<file path="src/rtl/irq_pkg.sv">
// Shared definitions for the vectored interrupt controller.
// Assumes: slot 0 is reserved for reset; source i occupies slot i+1.
package irq_pkg;

    typedef enum logic {
        SRC_EDGE  = 1'b0,
        SRC_LEVEL = 1'b1
    } src_kind_e;

    // Kind of source i given a level mask
    function automatic src_kind_e kind_of(input int unsigned idx, input logic [63:0] lvl_mask);
        return lvl_mask[idx] ? SRC_LEVEL : SRC_EDGE;
    endfunction

endpackage

</file>
<file path="src/rtl/irq_flag_bank.sv">
// Per-source request front end.
// Edge-type sources latch a flag on a rising input edge, regardless of enables.
// Level-type sources pass their input straight through and keep no flag.
// Assumes: ack_i is one-hot or zero and names the source being accepted.
module irq_flag_bank
    import irq_pkg::*;
#(
    parameter int unsigned N_SRC      = 8,
    parameter logic [63:0] LEVEL_MASK = 64'hC0
) (
    input  logic             clk,
    input  logic             rst_n,
    input  logic [N_SRC-1:0] src_i,
    input  logic [N_SRC-1:0] clr_i,
    input  logic [N_SRC-1:0] ack_i,
    output logic [N_SRC-1:0] flag_o,
    output logic [N_SRC-1:0] raw_req_o
);

    for (genvar g = 0; g < N_SRC; g++) begin : g_src
        if (kind_of(g, LEVEL_MASK) == SRC_LEVEL) begin : g_level
            assign flag_o[g]    = 1'b0;
            assign raw_req_o[g] = src_i[g];
        end else begin : g_edge
            logic prev_q;
            logic flag_q;
            logic rise;

            assign rise = src_i[g] & ~prev_q;

            // Track previous input level for edge detection
            always_ff @(posedge clk) begin
                if (!rst_n) prev_q <= 1'b0;
                else        prev_q <= src_i[g];
            end

            // Flag: a new edge wins over hardware or software clear
            always_ff @(posedge clk) begin
                if (!rst_n) flag_q <= 1'b0;
                else        flag_q <= rise | (flag_q & ~clr_i[g] & ~ack_i[g]);
            end

            assign flag_o[g]    = flag_q;
            assign raw_req_o[g] = flag_q;
        end
    end

endmodule

</file>
<file path="src/rtl/irq_prio_pick.sv">
// Fixed-priority picker: lowest set index wins.
// Purely combinational; resolved anew every cycle.
module irq_prio_pick #(
    parameter int unsigned N_SRC = 8,
    localparam int unsigned IDX_W = (N_SRC > 1) ? $clog2(N_SRC) : 1
) (
    input  logic [N_SRC-1:0] req_i,
    output logic             any_o,
    output logic [IDX_W-1:0] idx_o,
    output logic [N_SRC-1:0] onehot_o
);

    // Scan from the top down so the lowest index is written last
    always_comb begin
        idx_o    = '0;
        onehot_o = '0;
        for (int i = N_SRC - 1; i >= 0; i--) begin
            if (req_i[i]) begin
                idx_o    = IDX_W'(i);
                onehot_o = '0;
                onehot_o[i] = 1'b1;
            end
        end
    end

    assign any_o = |req_i;

endmodule

</file>
<file path="src/rtl/irq_gie_ctl.sv">
// Global enable and post-return gap tracking.
// Gap: the first boundary at or after a return strobe is blocked.
// Assumes: take_i is never high while block_o is high.
module irq_gie_ctl (
    input  logic clk,
    input  logic rst_n,
    input  logic set_i,
    input  logic clr_i,
    input  logic reti_i,
    input  logic boundary_i,
    input  logic take_i,
    output logic gie_o,
    output logic block_o
);

    logic gie_q;
    logic gap_q;

    // Global enable: return sets, accept or disable clears, software set
    always_ff @(posedge clk) begin
        if (!rst_n)      gie_q <= 1'b0;
        else if (reti_i) gie_q <= 1'b1;
        else if (take_i) gie_q <= 1'b0;
        else if (clr_i)  gie_q <= 1'b0;
        else if (set_i)  gie_q <= 1'b1;
    end

    // Gap pending: armed by a return away from a boundary, spent by a boundary
    always_ff @(posedge clk) begin
        if (!rst_n)          gap_q <= 1'b0;
        else if (boundary_i) gap_q <= 1'b0;
        else if (reti_i)     gap_q <= 1'b1;
    end

    assign gie_o   = gie_q;
    assign block_o = gap_q | reti_i;

endmodule

</file>
<file path="src/rtl/irq_vec_gen.sv">
// Vector address generation: base + SLOT_WORDS * (idx + 1).
// Assumes the base plus the largest offset fits in ADDR_W bits.
module irq_vec_gen #(
    parameter int unsigned N_SRC      = 8,
    parameter int unsigned ADDR_W     = 12,
    parameter int unsigned SLOT_WORDS = 2,
    parameter logic [ADDR_W-1:0] BOOT_BASE = 12'hC00,
    localparam int unsigned IDX_W  = (N_SRC > 1) ? $clog2(N_SRC) : 1,
    localparam int unsigned SLOT_W = $clog2(N_SRC + 1)
) (
    input  logic              vsel_i,
    input  logic [IDX_W-1:0]  idx_i,
    output logic [SLOT_W-1:0] slot_o,
    output logic [ADDR_W-1:0] vec_o
);

    logic [ADDR_W-1:0] base;

    // Slot number and address for the current winner
    always_comb begin
        base   = vsel_i ? BOOT_BASE : '0;
        slot_o = SLOT_W'(idx_i) + SLOT_W'(1);
        vec_o  = base + ADDR_W'(ADDR_W'(slot_o) * ADDR_W'(SLOT_WORDS));
    end

endmodule

</file>
<file path="src/rtl/vec_irq_ctrl.sv">
// Top of the vectored priority interrupt controller.
// Combines the flag bank, enable mask, priority picker, global-enable
// control and vector generator. take_o is combinational so a same-cycle
// global disable or return blocks the accept at once.
// Assumes the core strobes boundary_i once per retired instruction.
module vec_irq_ctrl #(
    parameter int unsigned N_SRC      = 8,
    parameter logic [63:0] LEVEL_MASK = 64'hC0,
    parameter int unsigned ADDR_W     = 12,
    parameter int unsigned SLOT_WORDS = 2,
    parameter logic [ADDR_W-1:0] BOOT_BASE = 12'hC00,
    localparam int unsigned IDX_W  = (N_SRC > 1) ? $clog2(N_SRC) : 1,
    localparam int unsigned SLOT_W = $clog2(N_SRC + 1)
) (
    input  logic              clk,
    input  logic              rst_n,
    input  logic [N_SRC-1:0]  src_i,
    input  logic              en_wr_i,
    input  logic [N_SRC-1:0]  en_wdata_i,
    input  logic [N_SRC-1:0]  flag_clr_i,
    input  logic              gie_set_i,
    input  logic              gie_clr_i,
    input  logic              vsel_i,
    input  logic              boundary_i,
    input  logic              reti_i,
    output logic              take_o,
    output logic [SLOT_W-1:0] slot_o,
    output logic [ADDR_W-1:0] vec_o,
    output logic              gie_o,
    output logic [N_SRC-1:0]  en_o,
    output logic [N_SRC-1:0]  flag_o
);

    logic [N_SRC-1:0] en_q;
    logic [N_SRC-1:0] raw_req;
    logic [N_SRC-1:0] req;
    logic [N_SRC-1:0] win_oh;
    logic [N_SRC-1:0] ack;
    logic [IDX_W-1:0] win_idx;
    logic             any_req;
    logic             gie;
    logic             block;
    logic             take;

    // Per-source enable mask register
    always_ff @(posedge clk) begin
        if (!rst_n)       en_q <= '0;
        else if (en_wr_i) en_q <= en_wdata_i;
    end

    irq_flag_bank #(
        .N_SRC      (N_SRC),
        .LEVEL_MASK (LEVEL_MASK)
    ) u_flags (
        .clk       (clk),
        .rst_n     (rst_n),
        .src_i     (src_i),
        .clr_i     (flag_clr_i),
        .ack_i     (ack),
        .flag_o    (flag_o),
        .raw_req_o (raw_req)
    );

    assign req = raw_req & en_q;

    irq_prio_pick #(
        .N_SRC (N_SRC)
    ) u_pick (
        .req_i    (req),
        .any_o    (any_req),
        .idx_o    (win_idx),
        .onehot_o (win_oh)
    );

    irq_gie_ctl u_gie (
        .clk        (clk),
        .rst_n      (rst_n),
        .set_i      (gie_set_i),
        .clr_i      (gie_clr_i),
        .reti_i     (reti_i),
        .boundary_i (boundary_i),
        .take_i     (take),
        .gie_o      (gie),
        .block_o    (block)
    );

    irq_vec_gen #(
        .N_SRC      (N_SRC),
        .ADDR_W     (ADDR_W),
        .SLOT_WORDS (SLOT_WORDS),
        .BOOT_BASE  (BOOT_BASE)
    ) u_vec (
        .vsel_i (vsel_i),
        .idx_i  (win_idx),
        .slot_o (slot_o),
        .vec_o  (vec_o)
    );

    // Accept decision: boundary, global enable, no gap, no same-cycle disable
    always_comb begin
        take = boundary_i & gie & ~block & ~gie_clr_i & any_req;
        ack  = take ? win_oh : '0;
    end

    assign take_o = take;
    assign gie_o  = gie;
    assign en_o   = en_q;

endmodule

</file>
<file path="config.mk">
export PLATFORM = sky130hd
export DESIGN_NAME = vec_irq_ctrl
export DESIGN_NICKNAME = d
export VERILOG_FILES = /design/src/rtl/irq_pkg.sv /design/src/rtl/irq_flag_bank.sv /design/src/rtl/irq_prio_pick.sv /design/src/rtl/irq_gie_ctl.sv /design/src/rtl/irq_vec_gen.sv /design/src/rtl/vec_irq_ctrl.sv
export SDC_FILE = /design/constraint.sdc
export NUM_CORES = 1
export LEC_CHECK = 0
export BUFFER_PORTS_ARGS = -buffer_cell sky130_fd_sc_hd__buf_2
export CAP_MARGIN = 40
export CORE_AREA = 2 2 53 55
export DETAILED_ROUTE_END_ITERATION = 10
export DIE_AREA = 0 0 55 57
export PLACE_DENSITY = 0.92
export SYNTH_ARGS = -nofsm -noshare
export SYNTH_HDL_FRONTEND = slang
export SYNTH_SLANG_ARGS = --single-unit
export TNS_END_PERCENT = 30
</file>
<file path="constraint.sdc">
create_clock -name clk -period 2.9 [get_ports clk]
set_input_delay 0.435 -clock clk [delete_from_list [all_inputs] [get_ports clk]]
set_output_delay 0.435 -clock clk [all_outputs]
set_load 0.005 [all_outputs]
</file>
[Word level (Yosys, flattened, before mapping)]
Index checks and enable logic that the tools add are counted.
Storage, ports and cells
  register bits: 22
  latch bits: 0
  RAM bits: 0
  memory bits (read-only): 0
  word-level logic and storage cells: 92
  memories: 0
Operators by class
  add/subtract/negate cells: 2
  multiply operators: 0
  div/mod/pow operators: 0
  magnitude comparators: 0
  equal/unequal tests: 0
  shifts and indexed selects: 0
  multiplexer cells: 21
  bitwise logic cells: 51
  reductions and logical operators: 3
Operators with widths (number)
  $mux W6: 8
  $mux W3: 8
  $and A1 B1 Y1: 22
  $not A1 Y1: 21
  $add A12 B5 Y12: 1
  $mux W12: 1
  $and A8 B8 Y8: 1
  $reduce_or A8 Y1: 1
  $or A1 B1 Y1: 7
  $add A3 B1 Y4 const B: 1
  $mux W1: 4
  $reduce_bool A4 Y1: 1
  $reduce_or A2 Y1: 1

[Depth between registers and ports, before layout]
Gate-level depths: netlist (run 1).
  depth in word-level cells: 12
  depth in mapped cells: 7

[Cells and area by module]
A second synthesis (run 1) with hierarchy kept.
Unflattened totals
  cell total of the unflattened synthesis: 145
  area, all modules: 1355.0 µm²
By module, submodules not included
  irq_flag_bank: times used 1, cells each 54, area an instance 573.0 µm², seq. area each 240.2 µm²
  vec_irq_ctrl: times used 1, cells each 44, area an instance 440.4 µm², seq. area each 160.2 µm²
  irq_prio_pick: times used 1, cells each 23, area an instance 145.1 µm², seq. area each 0.0 µm²
  irq_vec_gen: times used 1, cells each 17, area an instance 125.1 µm², seq. area each 0.0 µm²
  irq_gie_ctl: times used 1, cells each 7, area an instance 71.3 µm², seq. area each 40.0 µm²

[Worst setup path before layout (run 1)]
Ideal clock, no wire load.
  path type: input-to-output
  start point: input port src_i[6]
  end point: output port vec_o[3]
  data arrival time: 1.776 ns
  data required time: 2.465 ns
  path slack: 0.689 ns
  stages: 7
  cells stage by stage: nand2_1 > a32o_1 > a222oi_1 > a211oi_1 > ha_1 > xor2_1 > buf_4
Between the ends
  word-level cells in the longest chain between the ends: 10
RTL lines
  start: declaration: RTL line vec_irq_ctrl.sv:17  | input logic [N_SRC-1:0] src_i,
  $and A8 B8 Y8: RTL line vec_irq_ctrl.sv:64  | assign req = raw_req & en_q;
  $mux W3 (7 in a row): RTL line irq_prio_pick.sv:18  | if (req_i[i]) begin
  $add A3 B1 Y4: RTL line irq_vec_gen.sv:22  | slot_o = SLOT_W'(idx_i) + SLOT_W'(1);
  via slot_o[2]: RTL line vec_irq_ctrl.sv:27  | output logic [SLOT_W-1:0] slot_o,
  $add A12 B5 Y12: RTL line irq_vec_gen.sv:23  | vec_o = base + ADDR_W'(ADDR_W'(slot_o) * ADDR_W'(SLOT_WORDS));
  end: declaration: RTL line vec_irq_ctrl.sv:28  | output logic [ADDR_W-1:0] vec_o,
The timed path passes the listed nets, and every way through them passes these cells.

[Worst setup path in the final report (run 1)]
  start point: register en_q[6] (netlist: en_o[6])
  end point: output port slot_o[2]
Between the ends
  word-level cells in the longest chain between the ends: 9
RTL lines
  start: declaration: RTL line vec_irq_ctrl.sv:34  | logic [N_SRC-1:0] en_q;
  start signal: assignment: RTL line vec_irq_ctrl.sv:48  | else if (en_wr_i) en_q <= en_wdata_i;
  $and A8 B8 Y8: RTL line vec_irq_ctrl.sv:64
  $mux W3 (7 in a row): RTL line irq_prio_pick.sv:18
  $add A3 B1 Y4: RTL line irq_vec_gen.sv:22
  end: declaration: RTL line vec_irq_ctrl.sv:27
No other way between the ends.

==> run summary, run 1 <==
Power Density: 447 nW/um^2
io pins: 66
clk buf depth: 2
clock skew: 0.00377 ns
Clock Latency Late Sink: 0.31 ns
worst vdd ir: 0.239 mV
crit start category: flop
Pleak: 0.675 nW
CTS Buf Count: 3
Final Hold Viols: 0
mapped cell area: 1140 sq um
postcts setup bufs: 0
unrepaired setup endpoints after global routing: no
vias per inst: 5.12
Tot GR Track Use: 16.7%
dpl hpwl: 1.87 mm
total grt overflow: 0
# port buffers: 52
CTS Hold Bufs: 0
area of the core: 2620 sq um
Clock Pin Slew Worst Setup and Hold Paths: 0.11 ns
Synth Instances: 129
routability congestion estimate from global placement: 0.778
outcome: finished clean
die height: 57 microns
DRT antenna net count: 0
setup TNS: 0 ns
Die Wd: 55 microns
Final Max Tran Viols: 0
fin nets: 203
Req. time, crit path: 2.47 ns
initial antenna violation count: 0
CP Max Fanout: 4
fin util: 50.7%
sequential share of the synthesized area: 38.6%
root buffer cell: clkbuf_4
Ys Warns: 0
critical path class: reg -> out
largest net degree at the start of global routing: 23
f_max: 377 MHz
antenna diode count: 0
DIE AREA: 3140 sq um
drt first pass iters: 4
synth-to-layout area growth: 16.2%
Tmin final: 2.66 ns
num rows: 19
routed wire length: 2.43 mm
fin crit share: 91.6%
max cap viols: 0
share of cells above drive strength 1: 33.9%
CTS tree: done
Synth Area per Inst: 8.85 sq um
Initial DRC Count: 15
post-cts sizing count: 0
WL/cell: 12.2 microns
H-tree depth: 1
first-pass GRT wire length: 3.90 mm
Initial Util: 43.6%
vias in the first global route: 944
Arrival @ worst endpoint: 2.22 ns
fill cell count: 258
critical path capture point type: output pin
post-synth cell types: 35
final number of setup-violating endpoints: 0
via count: 1019
FF+latch count, synth: 22
DR DRC count: 0
CTS sink count: 22
Hold Path Class: in -> reg
## worst max-delay path, cell delays in order, from the launching register on
cell      delay [ns]
dfxtp_1         0.41
nand2_1         0.07
a32o_1          0.27
a222oi_1        0.48
a211oi_1        0.11
ha_1            0.23
xor2_1          0.19
buf_2           0.14
## cell usage in the layout (no fill, tap or decap), drive strengths merged, types with 3 or more instances in the layout
master  Yosys  routed
a22o        4       4
nand2      14      14
nor2b       8       8
inv         6       6
mux2i       8       8
clkbuf      2       3
nand3       3       3
dfxtp      22      22
nand2b      3       3
buf        21      52
nor2        9       9
conb        1       8
## final cells by class
| class | instances | area, sq um | area share, % |
|---|---|---|---|
| clock buffers | 3 | 22.5 | 1.70 |
| multi-input cells | 85 | 542 | 40.8 |
| well taps | 31 | 38.8 | 2.92 |
| repair buffers | 52 | 260 | 19.6 |
| flip-flops and latches | 22 | 440 | 33.2 |
| inverters | 6 | 22.5 | 1.70 |
## power by group
part / switching, W / internal [W]
clock network: 0.0000877 / 0.0000485
logic: 0.0000552 / 0.0000612
registers: 0.0000194 / 0.000321
total: 0.000162 / 0.000431
## final timing paths
path | cells past startpoint | startpoint | endpoint | slack (ns)
worst max-delay path | 7 | en_o[6] | slot_o[2] | 0.24
worst min-delay path | 2 | boundary_i | u_gie.gap_q | 0.29
worst max register to register | 4 | u_flags.g_src[0].g_edge.flag_q | u_flags.g_src[5].g_edge.flag_q | 1.44
worst min register to register | 1 | u_flags.g_src[3].g_edge.prev_q | u_flags.g_src[3].g_edge.flag_q | 0.42
## synth_stat cells (all sizes together)
master | count | area [sq um]
dfxtp | 22 | 440
buf | 21 | 155
nand2 | 14 | 52.6
nor2 | 9 | 33.8
mux2i | 8 | 80.1
nor2b | 8 | 50.1
inv | 6 | 22.5
a22o | 4 | 36.3
nand2b | 3 | 18.8
nand3 | 3 | 15.0
and2 | 2 | 12.5
clkbuf | 2 | 7.51
nand3b | 2 | 15.0
nor3 | 2 | 10.0
nor3b | 2 | 15.0
o21ai | 2 | 10.0
o22ai | 2 | 12.5
o32ai | 2 | 17.5
a211o | 1 | 8.76
a211oi | 1 | 7.51
a21boi | 1 | 7.51
a21oi | 1 | 5.00
a222oi | 1 | 10.0
a22oi | 1 | 7.51
a31oi | 1 | 6.26
a32o | 1 | 10.0
conb | 1 | 3.75
ha | 1 | 12.5
nand4b | 1 | 8.76
nor4 | 1 | 21.3
o311a | 1 | 10.0
o311ai | 1 | 8.76
xor2 | 1 | 8.76
## per-layer routing
metal	wire length (microns)	global-route usage (%)	vias up
li1	-	-	500
met1	1040	22.2	457
met2	1150	26.5	55
met3	203	3.93	7
met4	44	5.23	0
met5	0	0	-
## stage by stage
stage | cells | setup WS, ns | hold WS (ns) | instance area, sq um | total power, W
after CTS | 199 | 0.265 | 0.290 | 1330 | 0.000596
after global routing | 199 | 0.0555 | 0.288 | 1330 | 0.000625
after global placement | 196 | 0.516 | 0.396 | 1300 | 0.000460
after detailed placement | 196 | 0.469 | 0.405 | 1300 | 0.000464
final | 199 | 0.245 | 0.294 | 1330 | 0.000593
after floorplan | 136 | 0.689 | 0.391 | 1170 | 0.000433
## cells by family (layout without fill, tap and decap cells)
group	after synthesis	after routing	synth area share [%]
AND/OR/NAND/NOR	47	47	22.1
buffers and inverters	29	61	16.2
flip-flops	22	22	38.6
AO/OA/AOI/OAI	20	20	13.8
multiplexers	8	8	7.02
adder cells (fa/ha/maj)	1	1	1.10
other	1	8	0.329
XOR/XNOR	1	1	0.768
## sequential cells by signal, summed over array words and instances (netlist names)
signal and flops:
u_gie.gie_o 1, u_flags.g_src.g_edge.prev_q 6, u_gie.gap_q 1, u_flags.g_src.g_edge.flag_q 6
en_o 8
No activity file was read; power rests on OpenSTA's default activity.
==> inputs of run 2 (changes only) <==
--- a/config.mk
+++ b/config.mk
@@ -7,10 +7,12 @@
 export LEC_CHECK = 0
 export BUFFER_PORTS_ARGS = -buffer_cell sky130_fd_sc_hd__buf_2
 export CAP_MARGIN = 40
-export CORE_AREA = 2 2 53 55
+export CELL_PAD_IN_SITES_DETAIL_PLACEMENT = 0
+export CELL_PAD_IN_SITES_GLOBAL_PLACEMENT = 1
+export CORE_AREA = 2 2 63 65
 export DETAILED_ROUTE_END_ITERATION = 10
-export DIE_AREA = 0 0 55 57
-export PLACE_DENSITY = 0.92
+export DIE_AREA = 0 0 65 67
+export PLACE_DENSITY = 0.91
 export SYNTH_ARGS = -nofsm -noshare
 export SYNTH_HDL_FRONTEND = slang
 export SYNTH_SLANG_ARGS = --single-unit
==> run 2 against run 1 <==
Against the previous run:
- combinational power hardly changed
- register-to-register slack better by 0.06 ns
- clock skew is 0.00088 ns higher
- total power is 13% higher
- critical path type unchanged
- clock-buffer cell count is 1 higher
- routed wire length is 2.4% higher
- sequential cell count stayed put
==> run summary, run 2 (same netlist as run 1, synthesis figures left out) <==
Finished Layout Cells: 217 (+9.0%)
Initial Util: 31.6% (-12 points)
worst vdd ir: 0.174 mV (-27%)
f_max: 395 MHz (+4.9%)
Post-Place Cells: 213 (+8.7%)
DIE AREA: 4360 sq um (+39%)
Pleak: 0.690 nW (+2.2%)
commonest non-fill, non-tap cells in the layout: buf_2, dfxtp_1, nand2_1, nor2_1
unrepaired setup endpoints after global routing: no
fin crit share: 87.3% (-4.2 points)
H-tree depth: 1 (unchanged)
setup TNS: 0 ns (unchanged)
vias in the first global route: 920 (-2.5%)
Tot GR Track Use: 12.6% (-4.1 points)
critical path class: reg -> out
setup slack after layout: 0.368 ns (+0.123 ns)
Final Max Tran Viols: 0 (unchanged)
fin nets: 203 (unchanged)
Tmin final: 2.53 ns (-0.123 ns)
WL/cell: 11.5 microns (-6.1%)
via count: 976 (-4.2%)
CTS tree: done
Final Hold Viols: 0 (unchanged)
Hold Path Class: in -> reg
share of cells above drive strength 1: 34.3% (+0.39 points)
Clock Pin Slew Worst Setup and Hold Paths: 0.08 ns (-0.03 ns)
routed wire length: 2.49 mm (+2.4%)
CP Max Fanout: 4 (unchanged)
final number of setup-violating endpoints: 0 (unchanged)
fin util: 38.3% (-12 points)
die height: 67 microns (+18%)
synth-to-layout area growth: 20.9%
drt first pass iters: 4 (unchanged)
post-cts sizing count: 0 (unchanged)
number of flip-flops in the largest register: 8 (unchanged)
vias per inst: 4.50 (-12%)
crit start category: flop
slowest CP cell: a222oi_1
first-pass GRT wire length: 4.23 mm (+8.5%)
CTS Hold Bufs: 0 (unchanged)
Largest delay share family, worst path: compound AO/OA/AOI/OAI gates
total grt overflow: 0 (unchanged)
pre-CTS setup slack: 0.483 ns (+0.0145 ns)
clock skew: 0.00466 ns (+0.000884 ns)
FF-to-FF path depth: 4 (unchanged)
num rows: 22 (+3)
Arrival @ worst endpoint: 2.10 ns (-0.12 ns)
Buf/Inv on CP: 1 (unchanged)
Die Wd: 65 microns (+18%)
largest net degree at the start of global routing: 23 (unchanged)
Reg2Reg Launch Point: en_o[0]
r2r setup slk: 1.50 ns (+0.06 ns)
Initial DRC Count: 34 (+19)
area of the multi-input gates: 542 sq um (unchanged)
sequential cell area: 440 sq um (unchanged)
most common cell after layout, fill and taps aside: buf_2
routability congestion estimate from global placement: 0.750 (-3.5%)
area of the core: 3610 sq um (+38%)
critical path capture point type: output pin
postcts setup bufs: 0 (unchanged)
DRT antenna net count: 0 (unchanged)
CTS Buf Count: 3 (unchanged)
Req. time, crit path: 2.47 ns (about the same)
reg2reg end: u_flags.g_src[5].g_edge.flag_q
Clock Latency Late Sink: 0.26 ns (-0.05 ns)
clk buf depth: 2 (unchanged)
antenna diode count: 0 (unchanged)
root buffer cell: clkbuf_8
CTS sink count: 22 (unchanged)
CP Launch Point: en_o[6]
outcome: finished clean
io pins: 66 (unchanged)
max cap viols: 0 (unchanged)
DR DRC count: 0 (unchanged)
Power Density: 485 nW/um^2 (+8.5%)
# port buffers: 52 (unchanged)
CP peak stage delay: 0.47 ns (about the same)
CP Cell Sequence: nand2_1 -> a32o_1 -> a222oi_1 -> a211oi_1 -> ha_1 -> xor2_1 -> buf_2
cell depth of the worst setup path: 7 (unchanged)
Critical Path Sink: slot_o[2]
initial antenna violation count: 0 (unchanged)
fill cell count: 395 (+53%)
-- run 2: cell count changes in the layout (fill, tap and decap cells not counted), sizes merged --
cell / change
clkbuf: +1
-- run 2: per-stage QoR --
step | total power [W] | area (sq um) | hold WS (ns)
2_1_floorplan | 0.000433 | 1170 | 0.391
6_report | 0.000670 | 1380 | 0.344
5_1_grt | 0.000715 | 1380 | 0.351
4_1_cts | 0.000683 | 1380 | 0.333
3_5_place_dp | 0.000465 | 1330 | 0.399
3_3_place_gp | 0.000463 | 1330 | 0.395
-- run 2: area by class of cell --
cell class              count  share of cell area (%)
inverters                   6                    1.63
flip-flops and latches     22                    31.9
repair buffers             52                    18.9
clock buffers               4                    3.99
well taps                  48                    4.35
multi-input cells          85                    39.3
-- run 2: worst min path at each step --
stage / endpoint / slack, ns / cells after the start / startpoint
6_report: u_gie.gap_q / 0.34 / 2 / boundary_i
5_1_grt: u_gie.gap_q / 0.35 / 2 / boundary_i
4_1_cts: u_gie.gap_q / 0.33 / 2 / boundary_i
3_5_place_dp: u_flags.g_src[3].g_edge.flag_q / 0.40 / 1 / u_flags.g_src[3].g_edge.prev_q
3_3_place_gp: u_flags.g_src[3].g_edge.flag_q / 0.39 / 1 / u_flags.g_src[3].g_edge.prev_q
2_1_floorplan: u_flags.g_src[2].g_edge.flag_q / 0.39 / 1 / u_flags.g_src[2].g_edge.prev_q
-- run 2: per-layer routing --
metal / wire [microns] / vias to the layer above / GRT usage [%] / share of wire, %
met5: 0 / - / 0 / 0
met4: 13 / 0 / 3.99 / 0.52
met3: 211 / 2 / 3.55 / 8.5
met2: 1090 / 48 / 20.0 / 44
met1: 1170 / 428 / 16.6 / 47
li1: - / 498 / - / -
-- run 2: worst reg2reg max path, cell delays in order (launching register included) --
cell and delay (ns):
dfxtp_1 0.38, a22oi_1 0.30, nand3_1 0.21, o311ai_1 0.31, a21boi_1 0.10
-- run 2: power breakdown --
part	internal, W	switching, W
sequential	0.000321	0.0000195
clock	0.000121	0.0000924
combinational	0.0000611	0.0000549
